<file path="config.mk">
export PLATFORM = sky130hd
export DESIGN_NAME = evt_merge_fmt
export DESIGN_NICKNAME = d
export VERILOG_FILES = /design/src/rtl/emf_pkg.sv /design/src/rtl/emf_trigq.sv /design/src/rtl/emf_srcmux.sv /design/src/rtl/evt_merge_fmt.sv
export SDC_FILE = /design/constraint.sdc
export NUM_CORES = 1
export LEC_CHECK = 0
export BUFFER_PORTS_ARGS = -buffer_cell sky130_fd_sc_hd__buf_4
export CORE_MARGIN = 3
export CORE_UTILIZATION = 49
export DETAILED_ROUTE_END_ITERATION = 10
export PLACE_DENSITY = 0.73
export SLEW_MARGIN = 25
export SYNTH_ARGS = -nofsm -noshare
export SYNTH_HDL_FRONTEND = slang
export SYNTH_SLANG_ARGS = --single-unit
</file>
<file path="constraint.sdc">
create_clock -name clk -period 7.6 [get_ports clk]
set_clock_uncertainty 0.2 [all_clocks]
set_input_delay 1.52 -clock clk [delete_from_list [all_inputs] [get_ports clk]]
set_output_delay 1.52 -clock clk [all_outputs]
set_load 0.1 [all_outputs]
</file>
<file path="src/rtl/emf_pkg.sv">
package emf_pkg;
    typedef enum logic [1:0] {
        PH_IDLE = 2'd0,
        PH_BODY = 2'd1,
        PH_TAIL = 2'd2
    } phase_e;
endpackage

</file>
<file path="src/rtl/emf_trigq.sv">
module emf_trigq #(
    parameter int DEPTH = 4,
    parameter int BW    = 2
) (
    input  logic          clk,
    input  logic          rst_n,
    input  logic          push,
    input  logic [BW-1:0] push_buf,
    input  logic          pop,
    output logic [BW-1:0] head_buf,
    output logic          not_empty,
    output logic          overflow
);
    localparam int PW = $clog2(DEPTH);
    localparam int CW = $clog2(DEPTH + 1);

    typedef struct packed {
        logic [DEPTH-1:0][BW-1:0] slots;
        logic [PW-1:0]            rd;
        logic [PW-1:0]            wr;
        logic [CW-1:0]            cnt;
        logic                     ovf;
    } tq_t;

    tq_t q_q, q_d;
    logic full, do_push, do_pop;

    always_comb begin
        q_d     = q_q;
        full    = (q_q.cnt == CW'(DEPTH));
        do_pop  = pop && (q_q.cnt != '0);
        do_push = push && !full;
        if (push && full) begin
            q_d.ovf = 1'b1;
        end
        if (do_pop) begin
            q_d.rd = (q_q.rd == PW'(DEPTH - 1)) ? '0 : q_q.rd + PW'(1);
        end
        if (do_push) begin
            q_d.slots[q_q.wr] = push_buf;
            q_d.wr = (q_q.wr == PW'(DEPTH - 1)) ? '0 : q_q.wr + PW'(1);
        end
        q_d.cnt = q_q.cnt + CW'(do_push) - CW'(do_pop);
    end

    always_ff @(posedge clk) begin
        if (!rst_n) q_q <= '0;
        else        q_q <= q_d;
    end

    assign head_buf  = q_q.slots[q_q.rd];
    assign not_empty = (q_q.cnt != '0);
    assign overflow  = q_q.ovf;

    assert_queue_bound_R1: assert property (@(posedge clk) disable iff (!rst_n)
        q_q.cnt <= CW'(DEPTH));
    assert_overflow_sticky_R7: assert property (@(posedge clk) disable iff (!rst_n)
        overflow |=> overflow);
    assert_drop_when_full_R7: assert property (@(posedge clk) disable iff (!rst_n)
        (push && full && !pop) |=> (q_q.cnt == CW'(DEPTH)));
endmodule

</file>
<file path="src/rtl/emf_srcmux.sv">
module emf_srcmux #(
    parameter int NSRC = 2,
    parameter int DW   = 32,
    parameter int TW   = 2,
    parameter int SW   = 1
) (
    input  logic [SW-1:0]            sel,
    input  logic [NSRC-1:0]          v_in,
    input  logic [NSRC-1:0][DW-1:0]  d_in,
    input  logic [NSRC-1:0]          e_in,
    input  logic [NSRC-1:0][TW-1:0]  t_in,
    input  logic                     take,
    output logic                     v_o,
    output logic [DW-1:0]            d_o,
    output logic                     e_o,
    output logic [TW-1:0]            t_o,
    output logic [NSRC-1:0]          rdy_o
);
    always_comb begin
        v_o = 1'b0;
        d_o = '0;
        e_o = 1'b0;
        t_o = '0;
        for (int i = 0; i < NSRC; i++) begin
            if (sel == SW'(i)) begin
                v_o = v_in[i];
                d_o = d_in[i];
                e_o = e_in[i];
                t_o = t_in[i];
            end
        end
    end

    for (genvar g = 0; g < NSRC; g++) begin : g_rdy
        assign rdy_o[g] = take && (sel == SW'(g));
    end
endmodule

</file>
<file path="src/rtl/evt_merge_fmt.sv">
module evt_merge_fmt
    import emf_pkg::*;
#(
    parameter int NSRC   = 2,
    parameter int QDEPTH = 4,
    parameter int BUF_W  = 2,
    parameter int EVC_W  = 24,
    parameter int WCNT_W = 16
) (
    input  logic                        clk,
    input  logic                        rst_n,
    input  logic                        trig_valid,
    input  logic [BUF_W-1:0]            trig_buf,
    input  logic [NSRC-1:0]             src_valid,
    input  logic [NSRC-1:0][31:0]       src_data,
    input  logic [NSRC-1:0]             src_eoe,
    input  logic [NSRC-1:0][BUF_W-1:0]  src_tag,
    output logic [NSRC-1:0]             src_ready,
    output logic                        out_valid,
    input  logic                        out_ready,
    output logic [31:0]                 out_data,
    output logic                        out_last,
    output logic                        out_err,
    output logic                        trig_overflow
);
    localparam int DW = 32;
    localparam int SW = (NSRC > 1) ? $clog2(NSRC) : 1;

    typedef struct packed {
        phase_e            st;
        logic [SW-1:0]     sidx;
        logic [WCNT_W-1:0] wcnt;
        logic [NSRC-1:0]   errs;
        logic [EVC_W-1:0]  evcnt;
        logic              ov;
        logic [DW-1:0]     od;
        logic              olast;
        logic              oerr;
    } core_t;

    core_t c_q, c_d;

    logic [BUF_W-1:0] head_buf;
    logic             q_nonempty;
    logic             pop_c;
    logic             take_c;
    logic             m_valid, m_eoe;
    logic [DW-1:0]    m_data;
    logic [BUF_W-1:0] m_tag;
    logic             load;

    emf_trigq #(.DEPTH(QDEPTH), .BW(BUF_W)) u_q (
        .clk       (clk),
        .rst_n     (rst_n),
        .push      (trig_valid),
        .push_buf  (trig_buf),
        .pop       (pop_c),
        .head_buf  (head_buf),
        .not_empty (q_nonempty),
        .overflow  (trig_overflow)
    );

    emf_srcmux #(.NSRC(NSRC), .DW(DW), .TW(BUF_W), .SW(SW)) u_mux (
        .sel   (c_q.sidx),
        .v_in  (src_valid),
        .d_in  (src_data),
        .e_in  (src_eoe),
        .t_in  (src_tag),
        .take  (take_c),
        .v_o   (m_valid),
        .d_o   (m_data),
        .e_o   (m_eoe),
        .t_o   (m_tag),
        .rdy_o (src_ready)
    );

    always_comb begin
        c_d    = c_q;
        take_c = 1'b0;
        pop_c  = 1'b0;
        load   = !c_q.ov || out_ready;
        if (load) begin
            c_d.ov    = 1'b0;
            c_d.olast = 1'b0;
            c_d.oerr  = 1'b0;
            case (c_q.st)
                PH_IDLE: begin
                    if (q_nonempty) begin
                        c_d.ov = 1'b1;
                        c_d.od = '0;
                        c_d.od[EVC_W-1:0]      = c_q.evcnt;
                        c_d.od[EVC_W +: BUF_W] = head_buf;
                        c_d.st   = PH_BODY;
                        c_d.sidx = '0;
                        c_d.wcnt = '0;
                        c_d.errs = '0;
                    end
                end
                PH_BODY: begin
                    if (m_valid) begin
                        take_c   = 1'b1;
                        c_d.ov   = 1'b1;
                        c_d.od   = m_data;
                        c_d.wcnt = c_q.wcnt + WCNT_W'(1);
                        if (m_tag != head_buf) begin
                            c_d.errs[c_q.sidx] = 1'b1;
                        end
                        if (m_eoe) begin
                            if (c_q.sidx == SW'(NSRC - 1)) c_d.st = PH_TAIL;
                            else                           c_d.sidx = c_q.sidx + SW'(1);
                        end
                    end
                end
                PH_TAIL: begin
                    pop_c  = 1'b1;
                    c_d.ov = 1'b1;
                    c_d.od = '0;
                    c_d.od[WCNT_W-1:0]     = c_q.wcnt;
                    c_d.od[WCNT_W +: NSRC] = c_q.errs;
                    c_d.olast = 1'b1;
                    c_d.oerr  = |c_q.errs;
                    c_d.evcnt = c_q.evcnt + EVC_W'(1);
                    c_d.st    = PH_IDLE;
                end
                default: c_d.st = PH_IDLE;
            endcase
        end
    end

    always_ff @(posedge clk) begin
        if (!rst_n) c_q <= '0;
        else        c_q <= c_d;
    end

    assign out_valid = c_q.ov;
    assign out_data  = c_q.od;
    assign out_last  = c_q.olast;
    assign out_err   = c_q.oerr;

    assert_hold_stall_R8: assert property (@(posedge clk) disable iff (!rst_n)
        (out_valid && !out_ready) |=> (out_valid && $stable(out_data) && $stable(out_last)));
    assert_take_needs_room_R8: assert property (@(posedge clk) disable iff (!rst_n)
        (|src_ready) |-> (!out_valid || out_ready));
    assert_one_source_R3: assert property (@(posedge clk) disable iff (!rst_n)
        $onehot0(src_ready));
    assert_last_is_valid_R4: assert property (@(posedge clk) disable iff (!rst_n)
        out_last |-> out_valid);
    assert_err_on_trailer_R5: assert property (@(posedge clk) disable iff (!rst_n)
        out_err |-> out_last);
    assert_no_take_idle_R3: assert property (@(posedge clk) disable iff (!rst_n)
        !q_nonempty |-> (src_ready == '0));
endmodule

</file>
Word level (Yosys, flattened, before mapping)
Index checks and enable logic that the tools add are counted.
W data, S select, Z words.
{ "op_classes": {"n_addsub": 7, "n_lt_le_gt_ge": 5, "eq_ne": 11, "n_mux": 30, "bitwise_logic": 2, "reduce_logical": 21} }
{ "ops": {"columns": ["operator", "count"], "rows": [
  ["$pmux W33 S3", 1],
  ["$mux W33", 2],
  ["$mux W21", 2],
  ["$pmux W19 S2", 1],
  ["$mux W32", 1],
  ["$add A24 B1 Y24 const B", 1],
  ["$add A16 B1 Y16 const B", 1],
  ["$mux W2", 8],
  ["$reduce_and A5 Y1", 3],
  ["$ne A2 B2 Y1 const B", 5],
  ["$mux W1", 9],
  ["$bwmux W8", 1],
  ["$reduce_and A4 Y1", 2],
  ["$logic_and A1 B1 Y1", 7],
  ["$eq A2 B2 Y1 const B", 3],
  ["$lt A2 B3 Y1 const B", 2],
  ["$reduce_bool A3 Y1", 2],
  ["$add A2 B1 Y2 const B", 2],
  ["$bmux W2 S2", 1],
  ["$demux W2 S2", 1],
  ["$pmux W2 S2", 1],
  ["$add A3 B1 Y3", 1],
  ["$eq A3 B3 Y1 const B", 1],
  ["$mux W3", 1],
  ["16 further kinds", 17]
]} }
{ "totals": {"reg_bits": 96, "in_bits": 78, "out_inout_bits": 38, "word_cells": 93} }

Longest topological paths before layout
Gate-level depths: netlist of the first run.
{ "depth": {"ltp_word": 8, "depth_mapped": 11, "ltp_nobuf": 11} }

By module
From an unflattened synthesis of the first run, not the netlist that was laid out.
{ "unflattened": {"cells_unflattened": 566, "area_unflattened_um2": 5266.3} }
{ "modules_own_cells": {"columns": ["mod", "n_inst", "cells_each", "area_each_um2", "seq_area_each_um2"], "rows": [
  ["evt_merge_fmt", 1, 440, 3912.5, 1601.5],
  ["emf_trigq", 1, 84, 829.5, 320.3],
  ["emf_srcmux", 1, 42, 524.3, 0.0]
]} }

Worst setup path after synthesis of the first run
OpenSTA, ideal clock, no wires.
{ "synth_timing": {"path_kind": "input-to-output", "start": "input src_valid[1]", "end": "output src_ready[0]", "t_arrival_ns": 4.037, "required_time_ns": 5.880, "setup_slack_ns": 1.843, "cell_stages": 4, "n_path_buf": 1, "cell_sequence": "mux2i_1 -> or2_1 -> clkbuf_1 -> nor3_1"} }
{ "synth_via": {"elab_chain_cells": 5} }
{ "synth_lines": {"columns": ["element", "line", "source"], "rows": [
  ["start, declared", "evt_merge_fmt.sv:14", "input logic [NSRC-1:0] src_valid,"],
  ["$mux W1", "emf_srcmux.sv:25", "if (sel == SW'(i)) begin"],
  ["$mux W1", "evt_merge_fmt.sv:100", "if (m_valid) begin"],
  ["$mux W1", "evt_merge_fmt.sv:86", "case (c_q.st)"],
  ["$mux W1", "evt_merge_fmt.sv:82", "if (load) begin"],
  ["$logic_and A1 B1 Y1", "emf_srcmux.sv:35", "assign rdy_o[g] = take && (sel == SW'(g));"],
  ["end, declared", "evt_merge_fmt.sv:18", "output logic [NSRC-1:0] src_ready,"]
]} }
Every way passes these cells.

Worst setup path in the final report of the first run
Ends and elaborated chain as after synthesis.

==> results by group, run 1 <==
Synth
  – Syn Inst Count: 562
  – Syn Nets: 650
  – Sequential area share after synthesis: 37.3%
  – Synthesized area per cell: 9.17 sq um
  – Synth unique cells: 51
  – Yosys warning total: 0
  – Post-synth EDFFs: 0
  – Share of the synthesized area in the top cell type: 37.3%
  – Most used DFF post-synth: dfxtp_1
  – Synth top area cells: dfxtp_1 37%, mux2_2 5.7%, buf_4 4.7%
  – Post-Syn Area: 0.00515 sq mm
  – Synthesis-stage register bit count: 96
  – Yosys top cell by area: dfxtp_1
  – FFs w/ async S/R, synth: 0%

Worst setup path
  – Setup crit start kind: input pin
  – R2R Path End: u_q.q_q[3]
  – Cell Chain, Critical Path: buf_4 -> mux2i_1 -> or2_1 -> nor3_1 -> buf_4
  – Reg-to-Reg Start: c_q[79]
  – Worst stage delay on the critical path: 0.38 ns
  – Reg2reg path depth: 11
  – Crit Path Max Fanout: 8
  – WP data required: 5.88 ns
  – R2r setup slk: 4.13 ns
  – Kind of critical path: in2out
  – Crit path DAT: 2.59 ns
  – CP endpoint kind: output port
  – Crit path max-delay cell type: or2_1
  – CP most frequent cell: buf_4

Status
  – Run status: complete, no violations

Placement
  – IO buf count: 115
  – Gpl congestion: 0.850
  – Placed cell count: 747
  – Post-DP HPWL: 8930 microns
  – Worst slack, placed: 3.10 ns

Power and ir drop
  – VDD IR max: 0.244 mV
  – LEAKAGE: 0.00254 uW
  – PwrDens: 388 mW/mm^2

Clocking
  – CTS tree: yes
  – Worst-skew pair later-pin latency: 0.37 ns
  – Setup bufs post-CTS: 0
  – # hold bufs at CTS: 0
  – Root Buffer: clkbuf_8
  – Cts bufs inserted: 9
  – Post-cts sizing count: 0
  – Max Root-Sink Buffers: 2
  – H-tree depth: 3
  – Clock transition at the registers of the reported paths: 0.09 ns
  – Sink Count: 96

Floorplanning
  – Die height: 109 microns
  – Die X: 109 microns
  – DIE AREA: 0.0118 sq mm
  – Initial Utilization: 51.5%
  – Total core area: 0.0100 sq mm
  – # IOs: 116
  – Row cnt: 36

Global route
  – Pin count of the biggest net entering global routing: 84
  – First-pass GRT wire length: 19800 microns
  – Grt ovf: 0
  – Vias in the first global route: 4151
  – Tot GR Track Use: 21.2%
  – Antenna violations before repair: 0

Layout
  – Finished Layout Cells: 763
  – Seq. cell area: 0.00192 sq mm
  – Share of cells above drive strength 1: 27.5%
  – Nets: 713
  – Fin util: 60.5%
  – Filler Cells Inserted: 889
  – Multi-input logic area: 0.00283 sq mm
  – N_diodes: 0
  – Layout area overhead: 17.4%

Hold path
  – Hold crit path type: reg2reg
  – Hold path depth: 2
  – Worst Hold Path EP: u_q.q_q[13]
  – Hold path startpoint: u_q.q_q[13]

Timing
  – Max-slew violation count: 0
  – Max Clk Rate: 232 MHz
  – Worst rel slew slack: 33.5%
  – RSZ-0062 raised after global routing: false
  – Final hold vios: 0
  – Setup ws final: 3.29 ns
  – Min Tclk post-route: 4.31 ns
  – Worst-Margin Slew: 0.997 ns
  – Final setup vio count: 0
  – Part of the cycle the worst path needs: 56.8%
  – TNS Setup: 0 ns
  – WHS: 0.263 ns

Detailed routing
  – Detailed Route Iter0 Violations: 250
  – DR WL/cell: 16.1 microns
  – Final WL: 12300 microns
  – Drt drc: 0
  – Number of nets with antenna violations after routing: 0
  – TritonRoute pass-1 iters: 5
  – Vias/cell: 5.63
  – Via count: 4294

Flow run
  – Maxcap violations: 0
[worst max path at each step]
stage | cells after the start | slack, ns | from | end
floorplan | 4 | 1.84 | src_valid[1] | src_ready[0]
global placement | 12 | 3.22 | out_ready | u_q.q_q[3]
detailed placement | 12 | 3.10 | out_ready | u_q.q_q[3]
CTS | 5 | 3.28 | src_valid[1] | src_ready[0]
global route | 4 | 3.17 | c_q[77] | src_ready[1]
finish | 5 | 3.29 | src_valid[1] | src_ready[0]
[sequential cells by signal (all words and copies together) (netlist names)]
register / flops
c_q: 45
out_data: 32
out_err: 1
out_last: 1
out_valid: 1
u_q.overflow: 1
u_q.q_q: 15
[synth_stat cells (2+ instances only)]
cell and count:
a21boi_0 3, a21boi_1 12, a21oi_1 11, a221oi_1 8, a222oi_1 18, a31oi_1 4
and2_1 30, and3_1 6, and4_1 3, buf_1 4, buf_2 11, buf_4 32
clkbuf_1 20, dfxtp_1 96, ha_1 9, inv_1 8, mux2_2 26, mux2i_1 14
mux4_2 2, nand2_1 48, nand2b_1 7, nand3_1 26, nand4_1 18, nor2_1 29
nor2b_1 14, nor3_1 9, nor3b_1 8, nor4_1 2, o211a_1 18, o211ai_1 3
o21a_1 3, o21ai_0 2, o21ai_1 3, o31ai_1 3, or2_1 2, or3_1 3
xnor2_1 20, xor2_1 14
[cells in the final DEF, fill, tap and decap left out, drive strengths merged, types with 14 or more instances in the layout]
| master | n |
|---|---|
| nand4 | 18 |
| nor2b | 14 |
| a222oi | 18 |
| nor2 | 30 |
| a21boi | 15 |
| mux2 | 26 |
| dfxtp | 96 |
| nand2 | 48 |
| buf | 119 |
| o211a | 18 |
| nand3 | 26 |
| and2 | 30 |
| xnor2 | 20 |
| xor2 | 14 |
| mux2i | 14 |
[cells by family (layout without fill, tap and decap cells)]
kind of cell	after synthesis	after routing	share of synthesized area [%]
flip-flops	96	96	37.3
multiplexers	42	42	9.27
AO/OA/AOI/OAI	91	91	14.5
adder cells (fa/ha/maj)	10	10	2.57
AND/OR/NAND/NOR	214	214	22.5
buffers and inverters	75	143	8.06
XOR/XNOR	34	34	5.78
[per-layer routing]
| metal | GRT usage, % | up-vias | part of all wire, % |
|---|---|---|---|
| met4 | 8.84 | 0 | 2.0 |
| met3 | 2.69 | 20 | 5.1 |
| li1 | - | 2114 | - |
| met1 | 25.7 | 2040 | 42 |
| met2 | 37.6 | 120 | 51 |
| met5 | 0 | - | 0 |
[report_power, final]
part | internal [uW] | switching [uW] | leakage, uW
combinational | 361 | 922 | 0.00166
sequential | 600 | 105 | 0.000781
clock | 159 | 198 | 0.000104
total | 1120 | 1230 | 0.00254
[metrics by stage]
stage | instance area (sq um) | power, uW
final | 6050 | 2350
after detailed placement | 5840 | 2010
after floorplan | 5150 | 1830
after CTS | 6050 | 2360
after global routing | 6050 | 2470
after global placement | 5830 | 1980
[worst max-delay path: cells and delay by family]
family	cells	cell delay (ns)
buffers and inverters	2	0.41
multiplexers	1	0.11
AND/OR/NAND/NOR	2	0.54
[cell type report]
| type | count | area share, % |
|---|---|---|
| Clock buffer | 9 | 2.05 |
| Clock inverter | 7 | 1.43 |
| Inverter | 8 | 0.496 |
| Multi-Input combinational cell | 391 | 46.7 |
| Sequential cell | 96 | 31.8 |
| Tap cell | 133 | 2.75 |
| Timing Repair Buffer | 119 | 14.8 |
No activity file was read; power rests on OpenSTA's default activity.
==> inputs of run 2 (changes only) <==
Clock period 7.6 ns to 4.5 ns, I/O delays scaled along.
==> run 2 against run 1 <==
Against the previous run:
- cell count rose by 0.66%
- critical path depth fell by 1
- register-to-register slack got worse by 2.6 ns
- first-iteration DRC count rose by 15%
- wire length rose by 3.2%
- highest routed layer unchanged
==> results by group, run 2 (same netlist as run 1, synthesis figures left out) <==
Clocking
  – Sink Count: 96 (unchanged)
  – CTS tree: yes (unchanged)
  – H-tree depth: 3 (unchanged)
  – Max Root-Sink Buffers: 2 (unchanged)
  – # hold bufs at CTS: 0 (unchanged)
  – Root Buffer: clkbuf_8 (unchanged)
  – Clock transition at the registers of the reported paths: 0.10 ns (was 0.09 ns)
  – Cts bufs inserted: 9 (unchanged)
  – Post-cts sizing count: 0 (unchanged)
  – Worst-skew pair later-pin latency: 0.36 ns (was 0.37 ns)
  – Setup bufs post-CTS: 0 (unchanged)

Worst setup path
  – Worst stage delay on the critical path: 0.74 ns (was 0.38 ns)
  – Family with the most delay on the worst path: flip-flops (was simple AND/OR/NAND/NOR gates)
  – WP data required: 3.40 ns (was 5.88 ns)
  – Crit path max-delay cell type: dfxtp_2 (was or2_1)
  – WP depth: 4 (was 5)
  – Kind of critical path: reg2out (was in2out)
  – Crit path DAT: 2.23 ns (was 2.59 ns)
  – Reg2reg path depth: 12 (was 11)
  – Crit Path Max Fanout: 25 (was 8)
  – Cell Chain, Critical Path: mux2i_1 -> or2_1 -> nor3_1 -> buf_4 (was buf_4 -> mux2i_1 -> or2_1 -> nor3_1 -> buf_4)
  – CP endpoint kind: output port (unchanged)
  – CP bufs+invs: 1 (was 2)
  – Setup crit start kind: flip-flop (was input pin)

Detailed routing
  – Detailed Route Iter0 Violations: 287 (was 250)
  – TritonRoute pass-1 iters: 7 (was 5)
  – Final WL: 12700 microns (was 12300 microns)
  – Number of nets with antenna violations after routing: 0 (unchanged)
  – DR WL/cell: 16.5 microns (was 16.1 microns)
  – Vias/cell: 5.74 (was 5.63)
  – Drt drc: 0 (unchanged)
  – Via count: 4408 (was 4294)

Placement
  – Placed cell areas: 0.00587 sq mm (was 0.00584 sq mm)
  – Worst slack, placed: 1.04 ns (was 3.10 ns)
  – Gpl congestion: 0.832 (was 0.850)
  – IO buf count: 115 (unchanged)
  – Post-DP HPWL: 9260 microns (was 8930 microns)
  – Placed cell count: 752 (was 747)

Global route
  – Grt ovf: 0 (unchanged)
  – First-pass GRT wire length: 20100 microns (was 19800 microns)
  – Pin count of the biggest net entering global routing: 83 (was 84)
  – Antenna violations before repair: 0 (unchanged)
  – Tot GR Track Use: 21.3% (was 21.2%)
  – Vias in the first global route: 4295 (was 4151)

Layout
  – Layout area overhead: 18.0% (was 17.4%)
  – Largest Register: c_q (unchanged)
  – Nets: 718 (was 713)
  – Multi-input logic area: 0.00282 sq mm (was 0.00283 sq mm)
  – Finished Layout Cells: 768 (was 763)
  – Commonest cells after routing, fill and taps aside: 124 x buf_4, 95 x dfxtp_1, 48 x nand2_1 (was 119 x buf_4, 95 x dfxtp_1, 48 x nand2_1)
  – Filler Cells Inserted: 905 (was 889)
  – Seq. cell area: 0.00192 sq mm (unchanged)
  – Post-route design area: 0.00608 sq mm (was 0.00605 sq mm)
  – Share of cells above drive strength 1: 27.7% (was 27.5%)
  – Max reg flops: 45 (unchanged)
  – Fin util: 60.8% (was 60.5%)
  – N_diodes: 0 (unchanged)
  – Commonest non-fill, non-tap cell in the layout: buf_4 (unchanged)

Timing
  – Setup ws final: 1.17 ns (was 3.29 ns)
  – Max Clk Rate: 300 MHz
  – Final setup vio count: 0 (unchanged)
  – Final hold vios: 0 (unchanged)
  – Worst rel slew slack: 46.9% (was 33.5%)
  – Min Tclk post-route: 3.33 ns
  – Part of the cycle the worst path needs: 74.0%
  – Max-slew violation count: 0 (unchanged)
  – RSZ-0062 raised after global routing: false (unchanged)
  – Worst-Margin Slew: 0.790 ns (was 0.997 ns)

Power and ir drop
  – Total Power: 3970 uW (was 2350 uW)
  – PwrDens: 653 mW/mm^2 (was 388 mW/mm^2)
  – LEAKAGE: 0.00257 uW (was 0.00254 uW)
  – VDD IR max: 0.433 mV (was 0.244 mV)

Hold path
  – Hold path depth: 2 (unchanged)
  – Hold crit path type: reg2reg (unchanged)

Status
  – Run status: complete, no violations (unchanged)

Floorplanning
  – Die height: 109 microns (unchanged)
  – # IOs: 116 (unchanged)
  – Row cnt: 36 (unchanged)
  – Total core area: 0.0100 sq mm (unchanged)
  – Initial Utilization: 51.5% (unchanged)
  – DIE AREA: 0.0118 sq mm (unchanged)
  – Die X: 109 microns (unchanged)

Flow run
  – Maxcap violations: 0 (unchanged)
-- run 2: changes by cell type in the layout (fill, tap and decap cells not counted) --
cell / before / now
a21boi_1: 11 / 12
a21boi_2: 1 / 0
buf_4: 119 / 124
clkinv_4: 2 / 1
clkinvlp_4: 1 / 2
nor2b_1: 13 / 14
nor2b_2: 1 / 0
-- run 2: report_power, final --
part / switching (uW) / total [uW] / internal, uW
clock network: 325 / 592 / 268
logic: 1600 / 2210 / 617
registers: 148 / 1160 / 1010
total: 2070 / 3970 / 1900
-- run 2: worst paths after layout --
kind	slack, ns	start	end
min reg2reg	0.27	u_q.q_q[10]	u_q.q_q[10]
min	0.27	u_q.q_q[10]	u_q.q_q[10]
max reg2reg	1.52	c_q[79]	u_q.q_q[3]
max	1.17	c_q[77]	src_ready[1]
-- run 2: per-layer routing --
layer	global-route usage, %	part of all wire [%]	vias up
met5	0	0	-
met3	3.64	7.0	24
met2	38.7	52	156
met1	25.0	39	2104
met4	7.66	1.9	0
li1	-	-	2124
-- run 2: area by class of cell --
class / instances / area share, %
tap: 133 / 2.74
clock buffer: 9 / 2.04
multi-input combinational: 391 / 46.4
sequential: 96 / 31.6
inverter: 8 / 0.494
clock inverter: 7 / 1.40
timing repair buffer: 124 / 15.3
-- run 2: tightest hold or removal path, stage by stage, from the launching register on --
cell and delay, ns:
dfxtp_1 0.32, nand2_1 0.05, a21boi_1 0.05
-- run 2: stage by stage --
stage | TNS [ns] | hold slack (ns)
floorplan | -0.0336 | 0.232
global placement | 0 | 0.245
detailed placement | 0 | 0.253
CTS | 0 | 0.265
global route | 0 | 0.291
finish | 0 | 0.265
